### src/rtl/adcrd_pkg.sv
// Package: state encodings shared by the readout sequencer and the config port.
// Assumes: nothing beyond standard SystemVerilog.
package adcrd_pkg;

    typedef enum logic [2:0] {
        S_IDLE,
        S_CNV,
        S_WAIT_HI,
        S_WAIT_LO,
        S_RD,
        S_GAP
    } seq_state_t;

    typedef enum logic [1:0] {
        C_IDLE,
        C_ACK,
        C_WAIT
    } cfg_state_t;

endpackage

### src/rtl/adcrd_sync.sv
// Module: multi-stage synchronizer for one asynchronous level input.
// Assumes: STAGES >= 2; the output resets low.
module adcrd_sync #(
    parameter int STAGES = 2
) (
    input  logic clk,
    input  logic rst_n,
    input  logic d,
    output logic q
);

    logic [STAGES-1:0] chain;

    // Shift the input through the flop chain.
    always_ff @(posedge clk) begin
        if (!rst_n) chain <= '0;
        else        chain <= {chain[STAGES-2:0], d};
    end

    assign q = chain[STAGES-1];

endmodule

### src/rtl/adcrd_cfg.sv
// Module: configuration write port with an active-low request and acknowledge,
//         plus the converter reset pulse generator.
// Assumes: write data is stable from one clock before the request falls until
//          write-done is back high; RST_BIT selects the reset-request bit.
module adcrd_cfg
    import adcrd_pkg::*;
#(
    parameter int WORD_W  = 16,
    parameter int RST_CYC = 4,
    parameter int RST_BIT = 15
) (
    input  logic              clk,
    input  logic              rst_n,
    input  logic              req_n,
    input  logic [WORD_W-1:0] data,
    output logic              done,
    output logic              adc_rst
);

    localparam int RW = $clog2(RST_CYC + 1);
    localparam logic [WORD_W-1:0] OTHER_MASK = ~(WORD_W'(1) << RST_BIT);

    cfg_state_t    cst;
    logic [RW-1:0] rcnt;
    logic          unused_cfg_bits;

    // Handshake state and reset-pulse down-counter; block reset arms a pulse.
    always_ff @(posedge clk) begin
        if (!rst_n) begin
            cst  <= C_IDLE;
            rcnt <= RW'(RST_CYC);
        end else begin
            if (rcnt != '0) rcnt <= rcnt - 1'b1;
            case (cst)
                C_IDLE: if (!req_n) begin
                    cst <= C_ACK;
                    if (data[RST_BIT]) rcnt <= RW'(RST_CYC);
                end
                C_ACK:  if (rcnt == '0) cst <= C_WAIT;
                C_WAIT: if (req_n) cst <= C_IDLE;
                default: cst <= C_IDLE;
            endcase
        end
    end

    assign done            = (cst != C_ACK);
    assign adc_rst         = (rcnt != '0);
    assign unused_cfg_bits = ^(data & OTHER_MASK);

endmodule

### src/rtl/adcrd_seq.sv
// Module: conversion and six-channel parallel read sequencer.
// Assumes: busy_s is already synchronized; hold_off blocks new conversions;
//          the data bus is stable during the read-low window.
module adcrd_seq
    import adcrd_pkg::*;
#(
    parameter int N_CH     = 6,
    parameter int SAMPLE_W = 12,
    parameter int WORD_W   = 16,
    parameter int RD_CYC   = 3,
    parameter int GAP_CYC  = 2,
    parameter int CNV_CYC  = 2,
    parameter int BUSY_TMO = 16
) (
    input  logic                clk,
    input  logic                rst_n,
    input  logic                acq_en,
    input  logic                hold_off,
    input  logic                busy_s,
    input  logic [SAMPLE_W-1:0] adc_data,
    output logic                cnv_n,
    output logic                cs_n,
    output logic                rd_n,
    output logic [WORD_W-1:0]   word,
    output logic                word_valid,
    output logic                ch1_next
);

    localparam int M1   = (RD_CYC > GAP_CYC) ? RD_CYC : GAP_CYC;
    localparam int M2   = (CNV_CYC > BUSY_TMO) ? CNV_CYC : BUSY_TMO;
    localparam int MAXC = (M1 > M2) ? M1 : M2;
    localparam int CW   = $clog2(MAXC + 1);
    localparam int CHW  = $clog2(N_CH);

    seq_state_t     state;
    logic [CW-1:0]  cnt;
    logic [CHW-1:0] chan;
    logic           may_start;

    assign may_start = acq_en && !hold_off && !busy_s;

    // Main sequencer: convert, wait on busy, then read each channel in turn.
    always_ff @(posedge clk) begin
        if (!rst_n) begin
            state      <= S_IDLE;
            cnt        <= '0;
            chan       <= '0;
            word       <= '0;
            word_valid <= 1'b0;
        end else begin
            word_valid <= 1'b0;
            case (state)
                S_IDLE: if (may_start) begin
                    state <= S_CNV;
                    cnt   <= '0;
                end
                S_CNV: if (cnt == CW'(CNV_CYC - 1)) begin
                    state <= S_WAIT_HI;
                    cnt   <= '0;
                end else cnt <= cnt + 1'b1;
                S_WAIT_HI: if (busy_s || cnt == CW'(BUSY_TMO - 1)) begin
                    state <= S_WAIT_LO;
                    cnt   <= '0;
                end else cnt <= cnt + 1'b1;
                S_WAIT_LO: if (!busy_s) begin
                    state <= S_RD;
                    cnt   <= '0;
                    chan  <= '0;
                end
                S_RD: if (cnt == CW'(RD_CYC - 1)) begin
                    word       <= WORD_W'(adc_data);
                    word_valid <= 1'b1;
                    chan       <= (chan == CHW'(N_CH - 1)) ? '0 : chan + 1'b1;
                    state      <= S_GAP;
                    cnt        <= '0;
                end else cnt <= cnt + 1'b1;
                S_GAP: if (cnt == CW'(GAP_CYC - 1)) begin
                    cnt <= '0;
                    if (chan != '0)     state <= S_RD;
                    else if (may_start) state <= S_CNV;
                    else                state <= S_IDLE;
                end else cnt <= cnt + 1'b1;
                default: state <= S_IDLE;
            endcase
        end
    end

    assign cnv_n    = (state != S_CNV);
    assign cs_n     = (state != S_RD);
    assign rd_n     = (state != S_RD);
    assign ch1_next = (chan == '0);

endmodule

### src/rtl/adc6_par_reader.sv
// Module: top of the six-channel parallel ADC readout block.
// Assumes: adc_busy is asynchronous; the other inputs are synchronous to clk.
module adc6_par_reader #(
    parameter int N_CH     = 6,
    parameter int SAMPLE_W = 12,
    parameter int WORD_W   = 16,
    parameter int RD_CYC   = 3,
    parameter int GAP_CYC  = 2,
    parameter int CNV_CYC  = 2,
    parameter int BUSY_TMO = 16,
    parameter int RST_CYC  = 4,
    parameter int RST_BIT  = 15,
    parameter int SYNC_STG = 2
) (
    input  logic                clk,
    input  logic                rst_n,
    input  logic                acq_en,
    input  logic                cfg_req_n,
    input  logic [WORD_W-1:0]   cfg_data,
    output logic                cfg_done,
    output logic [WORD_W-1:0]   word_out,
    output logic                word_valid,
    output logic                ch1_next,
    input  logic [SAMPLE_W-1:0] adc_data,
    input  logic                adc_busy,
    output logic                adc_cs_n,
    output logic                adc_rd_n,
    output logic                adc_cnv_n,
    output logic                adc_rst
);

    logic busy_s;

    // Bring the converter busy flag into the clock domain.
    adcrd_sync #(.STAGES(SYNC_STG)) u_sync (
        .clk   (clk),
        .rst_n (rst_n),
        .d     (adc_busy),
        .q     (busy_s)
    );

    // Configuration handshake and converter reset pulse.
    adcrd_cfg #(
        .WORD_W  (WORD_W),
        .RST_CYC (RST_CYC),
        .RST_BIT (RST_BIT)
    ) u_cfg (
        .clk     (clk),
        .rst_n   (rst_n),
        .req_n   (cfg_req_n),
        .data    (cfg_data),
        .done    (cfg_done),
        .adc_rst (adc_rst)
    );

    // Conversion and readout sequencing.
    adcrd_seq #(
        .N_CH     (N_CH),
        .SAMPLE_W (SAMPLE_W),
        .WORD_W   (WORD_W),
        .RD_CYC   (RD_CYC),
        .GAP_CYC  (GAP_CYC),
        .CNV_CYC  (CNV_CYC),
        .BUSY_TMO (BUSY_TMO)
    ) u_seq (
        .clk        (clk),
        .rst_n      (rst_n),
        .acq_en     (acq_en),
        .hold_off   (adc_rst),
        .busy_s     (busy_s),
        .adc_data   (adc_data),
        .cnv_n      (adc_cnv_n),
        .cs_n       (adc_cs_n),
        .rd_n       (adc_rd_n),
        .word       (word_out),
        .word_valid (word_valid),
        .ch1_next   (ch1_next)
    );

endmodule

### config.mk
export PLATFORM = sky130hd
export DESIGN_NAME = adc6_par_reader
export DESIGN_NICKNAME = d
export VERILOG_FILES = /design/src/rtl/adcrd_pkg.sv /design/src/rtl/adcrd_sync.sv /design/src/rtl/adcrd_cfg.sv /design/src/rtl/adcrd_seq.sv /design/src/rtl/adc6_par_reader.sv
export SDC_FILE = /design/constraint.sdc
export NUM_CORES = 1
export LEC_CHECK = 0
export ABC_AREA = 1
export CAP_MARGIN = 10
export CORE_ASPECT_RATIO = 1.2
export CORE_MARGIN = 2
export CORE_UTILIZATION = 48
export CTS_CLUSTER_DIAMETER = 100
export DETAILED_ROUTE_END_ITERATION = 8
export GPL_ROUTABILITY_DRIVEN = 0
export PLACE_DENSITY = 0.84
export SYNTH_ARGS = -nofsm -noshare
export SYNTH_HDL_FRONTEND = slang
export SYNTH_SLANG_ARGS = --single-unit
### constraint.sdc
create_clock -name clk -period 2.8 [get_ports clk]
set_clock_uncertainty 0.15 [all_clocks]
set_input_delay 0.42 -clock clk [delete_from_list [all_inputs] [get_ports clk]]
set_output_delay 0.42 -clock clk [all_outputs]
set_load 0.01 [all_outputs]
; Yosys cells after proc, flatten, opt, wreduce, memory -nomap -nowiden
; Cells that the tools add are included.
[word_totals]
regBits = 31
inputBits = 33
out_inout_bits = 23
wordCells = 82
[op_classes]
add_sub_neg = 3
eq_ne = 23
muxes = 28
n_reduce_logical = 20
[op_table]
columns = cell, count
row1 = 3-bit 2-to-1 mux, 14
row2 = 5-bit 2-to-1 mux, 5
row3 = 5-bit one-hot mux with 5 select lines, 1
row4 = 3-bit one-hot mux with 6 select lines, 1
row5 = "2-bit by 1-bit inequality test with 1-bit output, second input constant", 7
row6 = "3-bit equality test, second input constant", 3
row7 = 3-bit logical NOT, 3
row8 = 3-bit AND reduction, 3
row9 = "3-bit by 2-bit equality test with 1-bit output, second input constant", 2
row10 = 2-bit 2-to-1 mux, 3
row11 = "2-bit inequality test, second input constant", 3
row12 = 2-bit one-hot mux with 3 select lines, 1
row13 = 3-bit one-hot mux with 2 select lines, 1
row14 = 6-bit AND reduction, 1
row15 = 3-bit nonzero test, 2
row16 = "5-bit by 1-bit adder with 5-bit output, second input constant", 1
row17 = "5-bit by 1-bit equality test with 1-bit output, second input constant", 1
row18 = "5-bit by 2-bit equality test with 1-bit output, second input constant", 1
row19 = "5-bit by 4-bit equality test with 1-bit output, second input constant", 1
row20 = 5-bit nonzero test, 1
row21 = 2-bit AND reduction, 2
row22 = "3-bit by 1-bit adder with 3-bit output, second input constant", 1
row23 = "3-bit by 1-bit equality test with 1-bit output, second input constant", 1
row24 = "3-bit by 1-bit inequality test with 1-bit output, second input constant", 1
row25 = other kinds (11), 14

; Longest topological paths before layout
[depth]
ltp_word = 8
ltp_mapped = 12
depth_no_buf = 12

; By module
; Synthesis repeated with hierarchy kept, for this count alone.
[unflattened]
cells_unflattened = 231
area_unflattened_um2 = 1597.8
[by_module_without_submodules]
columns = mod, n_inst, cells_each, area_each_um2, seq_area_each_um2
row1 = adcrd_seq, 1, 181, 1256.2, 480.5
row2 = adcrd_cfg, 1, 44, 286.5, 100.1
row3 = adcrd_sync, 1, 6, 55.1, 40.0

; Least setup slack after synthesis
; No wires, ideal clock.
[synth_timing]
path_type = reg-to-reg
from = register u_seq.cnt[0]
to = register u_seq.state[0]
setup_time_ns = 0.113
arrival_time_ns = 1.376
required_ns = 2.537
path_slack_ns = 1.161
stages_incl_launch_ff = 13
n_path_buf = 0
period_less_slack_ns = 1.639
path_cell_list = dfxtp_1 > ha_1 > nand2_1 > nor2_1 > ha_1 > nor2_1 > nand3_1 > inv_1 > nor2_1 > nand2_1 > nand2_1 > nand2_1 > nor2_1
[synth_via]
elab_chain_cells = 4
word_cells_on_any_way = 9
cone_classes = eq/ne (7) / reduce/logical (2)
[synth_lines]
columns = element, line
row1 = from (decl), adcrd_seq.sv:36  ; logic [CW-1:0] cnt;
row2 = from (signal assigned), adcrd_seq.sv:60  ; end else cnt <= cnt + 1'b1;
row3 = from (signal assigned), adcrd_seq.sv:64  ; end else cnt <= cnt + 1'b1;
row4 = from (signal assigned), adcrd_seq.sv:76  ; end else cnt <= cnt + 1'b1;
row5 = 5-bit by 4-bit equality test with 1-bit output, adcrd_seq.sv:61  ; S_WAIT_HI: if (busy_s || cnt == CW'(BUSY_TMO - 1)) begin
row6 = 1-bit logical OR, adcrd_seq.sv:61
row7 = 2-bit by 1-bit inequality test with 1-bit output (no line), -
row8 = 6-bit AND reduction (no line) (*), -
row9 = to (signal assigned), adcrd_seq.sv:58  ; state <= S_WAIT_HI;
row10 = to (signal assigned), adcrd_seq.sv:62  ; state <= S_WAIT_LO;
row11 = to (signal assigned), adcrd_seq.sv:66  ; state <= S_RD;
row12 = to (decl), adcrd_seq.sv:35  ; seq_state_t state;
; Mark *: on every way between the ends. The rest lies on a longest branch, timed or not.
; A chain may end at the register's enable or synchronous reset.

; Worst setup path after layout
[layout_timing]
from = register u_seq.state[0]
to = output adc_cnv_n
[layout_via]
elab_chain_cells = 1
[layout_lines]
columns = element, line
row1 = from (signal assigned), adcrd_seq.sv:45  ; state <= S_IDLE;
row2 = from (signal assigned), adcrd_seq.sv:54  ; state <= S_CNV;
row3 = from (signal assigned), adcrd_seq.sv:58
row4 = 3-bit by 1-bit inequality test with 1-bit output, adcrd_seq.sv:88  ; assign cnv_n = (state != S_CNV);
row5 = to (decl), adc6_par_reader.sv:28  ; output logic adc_cnv_n,
; No other way between the ends.

==> metrics.csv <==
metric,value,unit
route.final.wire_length,3360,um
clkSinkCount,31,
worst-endpoint-arrival,1.74,ns
worst_hold_margin,0.270,ns
clk_transition_reported_paths,0.07,ns
first_global_vias,1338,
yosysSeqAreaShare,37.7,%
synth_area,1640,um2
drc,0,
crit_path_required_time,2.23,ns
worstSetupEndpointType,output port,
tritoncts.num_buffers,5,
cts_post_setup_buffers_inserted,0,
worstHoldStart,u_sync.chain[0],
layout_worst_path_cycle_share,82.5,%
clockRootBuffer,sky130_fd_sc_hd__clkbuf_8,
core_area,3310,um2
most-common-layout-cells,"sky130_fd_sc_hd__nor2_1 (48), sky130_fd_sc_hd__nand2_1 (44), sky130_fd_sc_hd__clkdlybuf4s50_1 (36)",
yosysUniqueCellTypes,29,
synth_cells,237,
place.port_buffers,36,
antennaDiodeCount,0,
grt_pass1_wl,5430,um
synthToLayoutAreaGrowth,27.2,%
ys_ff_latch,31,
crit-reg2reg-launch,u_seq.cnt[0],
global_route.usage.total,18.1,%
vdd_drop_max,0.521,mV
detailedRoute.firstIterationViolations,58,
grt_antenna_before_repair,0,
start_util,49.7,%
finalMaxSlewViolations,0,
worst_setup_path_start_kind,register,
max_freq,0.433,GHz
cts.repair.resized,0,
power_leakage,0.913,nW
timing.critical_path.fanout_max,5,
setup-violations-final,0,
detail_route.vias_per_cell,4.95,
status,finished clean,
synth_warnings,0,
detail_route.wl_per_cell,10.8,um
clk_path_buf_depth,2,
rsz0062_at_grt,no,
postCtsHoldBufs,0,
postRouteAntennaNets,0,
asyncSetResetFlopFracSynth,0,%
syn_area_per_cell,6.94,um2
io_pins,56,
drv.max_cap_violation_count,0,
cts_htree_levels,2,
ys.flop_type,sky130_fd_sc_hd__dfxtp_1,
final_hold_viol_count,0,
fp.dieH,68.1,um
die_x,57.4,um
first_pass_detailed_route_iteration_total,4,
synth_edf_count,0,
post_route_cells_drive_above_1_share,10.2,%
dp_hpwl,2460,um
layout.nets,313,
finish.utilization,63.2,%
mostFrequentLayoutCell,sky130_fd_sc_hd__nor2_1,
pd_cells,649,nW/um2
timing.setup.tns,0,ns
grt_ovf,0,
reg2reg_slack,0.91,ns
hold_path_class,register to register,
vias,1543,
tritoncts,yes,
clock_latency,0.28,ns
fp-row-count,23,
path_class,register to output port,
final_period_minus_worst_setup_slack,2.31,ns
die_area,3910,um2
timing.critical_path.from,u_seq.state[0],
grt_start_max_net_pins,21,
==> area by class of cell <==
| cell class | count | area (um2) |
|---|---|---|
| timing repair buffer | 37 | 368 |
| clock inverter | 3 | 20.0 |
| inverter | 33 | 124 |
| tap | 37 | 46.3 |
| clock buffer | 5 | 68.8 |
| sequential | 31 | 621 |
| fill | 288 | 1220 |
| multi-input combinational | 166 | 845 |
==> registers in the layout (all words and copies together) (netlist names) <==
signal            flops
u_seq.word           12
u_cfg.cst             2
u_seq.cnt             5
u_cfg.rcnt            3
u_seq.word_valid      1
u_sync.chain          2
u_seq.state           3
u_seq.chan            3
==> cell usage after synthesis, types with 3 or more instances <==
library cell / number / area, um2
sky130_fd_sc_hd__nand2_1: 44 / 165
sky130_fd_sc_hd__buf_4: 5 / 37.5
sky130_fd_sc_hd__inv_2: 7 / 26.3
sky130_fd_sc_hd__nand3_2: 3 / 30.0
sky130_fd_sc_hd__nor2_1: 48 / 180
sky130_fd_sc_hd__nand3_1: 12 / 60.1
sky130_fd_sc_hd__inv_1: 26 / 97.6
sky130_fd_sc_hd__o21ai_1: 13 / 65.1
sky130_fd_sc_hd__a21oi_1: 13 / 65.1
sky130_fd_sc_hd__dfxtp_1: 31 / 621
sky130_fd_sc_hd__o21ai_0: 5 / 25.0
sky130_fd_sc_hd__ha_1: 6 / 75.1
==> kinds of logic (layout without fill, tap and decap cells) <==
family,after synthesis,after routing,synth area share (%)
adders and majority gates,6,6,4.57
buffers and inverters,43,78,11.6
AOI/OAI and AO/OA,36,36,12.1
other,1,4,0.228
DFF,31,31,37.7
and+or+nand+nor,119,119,33.3
xor gates and xnor gates,1,1,0.533
==> stage by stage <==
step | setup slack [ns] | power (mW) | area (um2) | std cells
floorplan | 1.16 | 0.894 | 1660 | 240
finish | 0.491 | 1.36 | 2090 | 312
detailed placement | 0.760 | 1.01 | 2000 | 304
CTS | 0.517 | 1.36 | 2090 | 312
global route | 0.410 | 1.46 | 2090 | 312
global placement | 0.822 | 1.01 | 2000 | 304
==> worst max-delay path, stage by stage (launching register included) <==
cell and delay [ns]:
sky130_fd_sc_hd__dfxtp_1 0.42, sky130_fd_sc_hd__inv_2 0.10, sky130_fd_sc_hd__nor2_1 0.29, sky130_fd_sc_hd__nand2_1 0.15
sky130_fd_sc_hd__clkdlybuf4s50_1 0.50
==> where the power goes <==
group,switching [mW],total (mW),internal (mW)
Sequential,0.0480,0.530,0.482
Combinational,0.299,0.481,0.182
Clock,0.173,0.346,0.173
==> metal layers <==
| layer | part of all wire (%) | GRT usage (%) | vias up |
|---|---|---|---|
| met5 | 0 | 0 | - |
| met4 | 1.7 | 9.01 | 0 |
| met3 | 7.3 | 7.56 | 6 |
| met2 | 48 | 31.8 | 46 |
| met1 | 43 | 18.5 | 687 |
| li1 | - | - | 804 |
==> worst paths after layout <==
kind	depth (start not counted)	to
hold reg to reg	2	u_sync.chain[1]
setup / recovery	4	adc_cnv_n
setup reg to reg	11	u_seq.state[0]
hold / removal	2	u_sync.chain[1]
No activity file was read; power rests on OpenSTA's default activity.
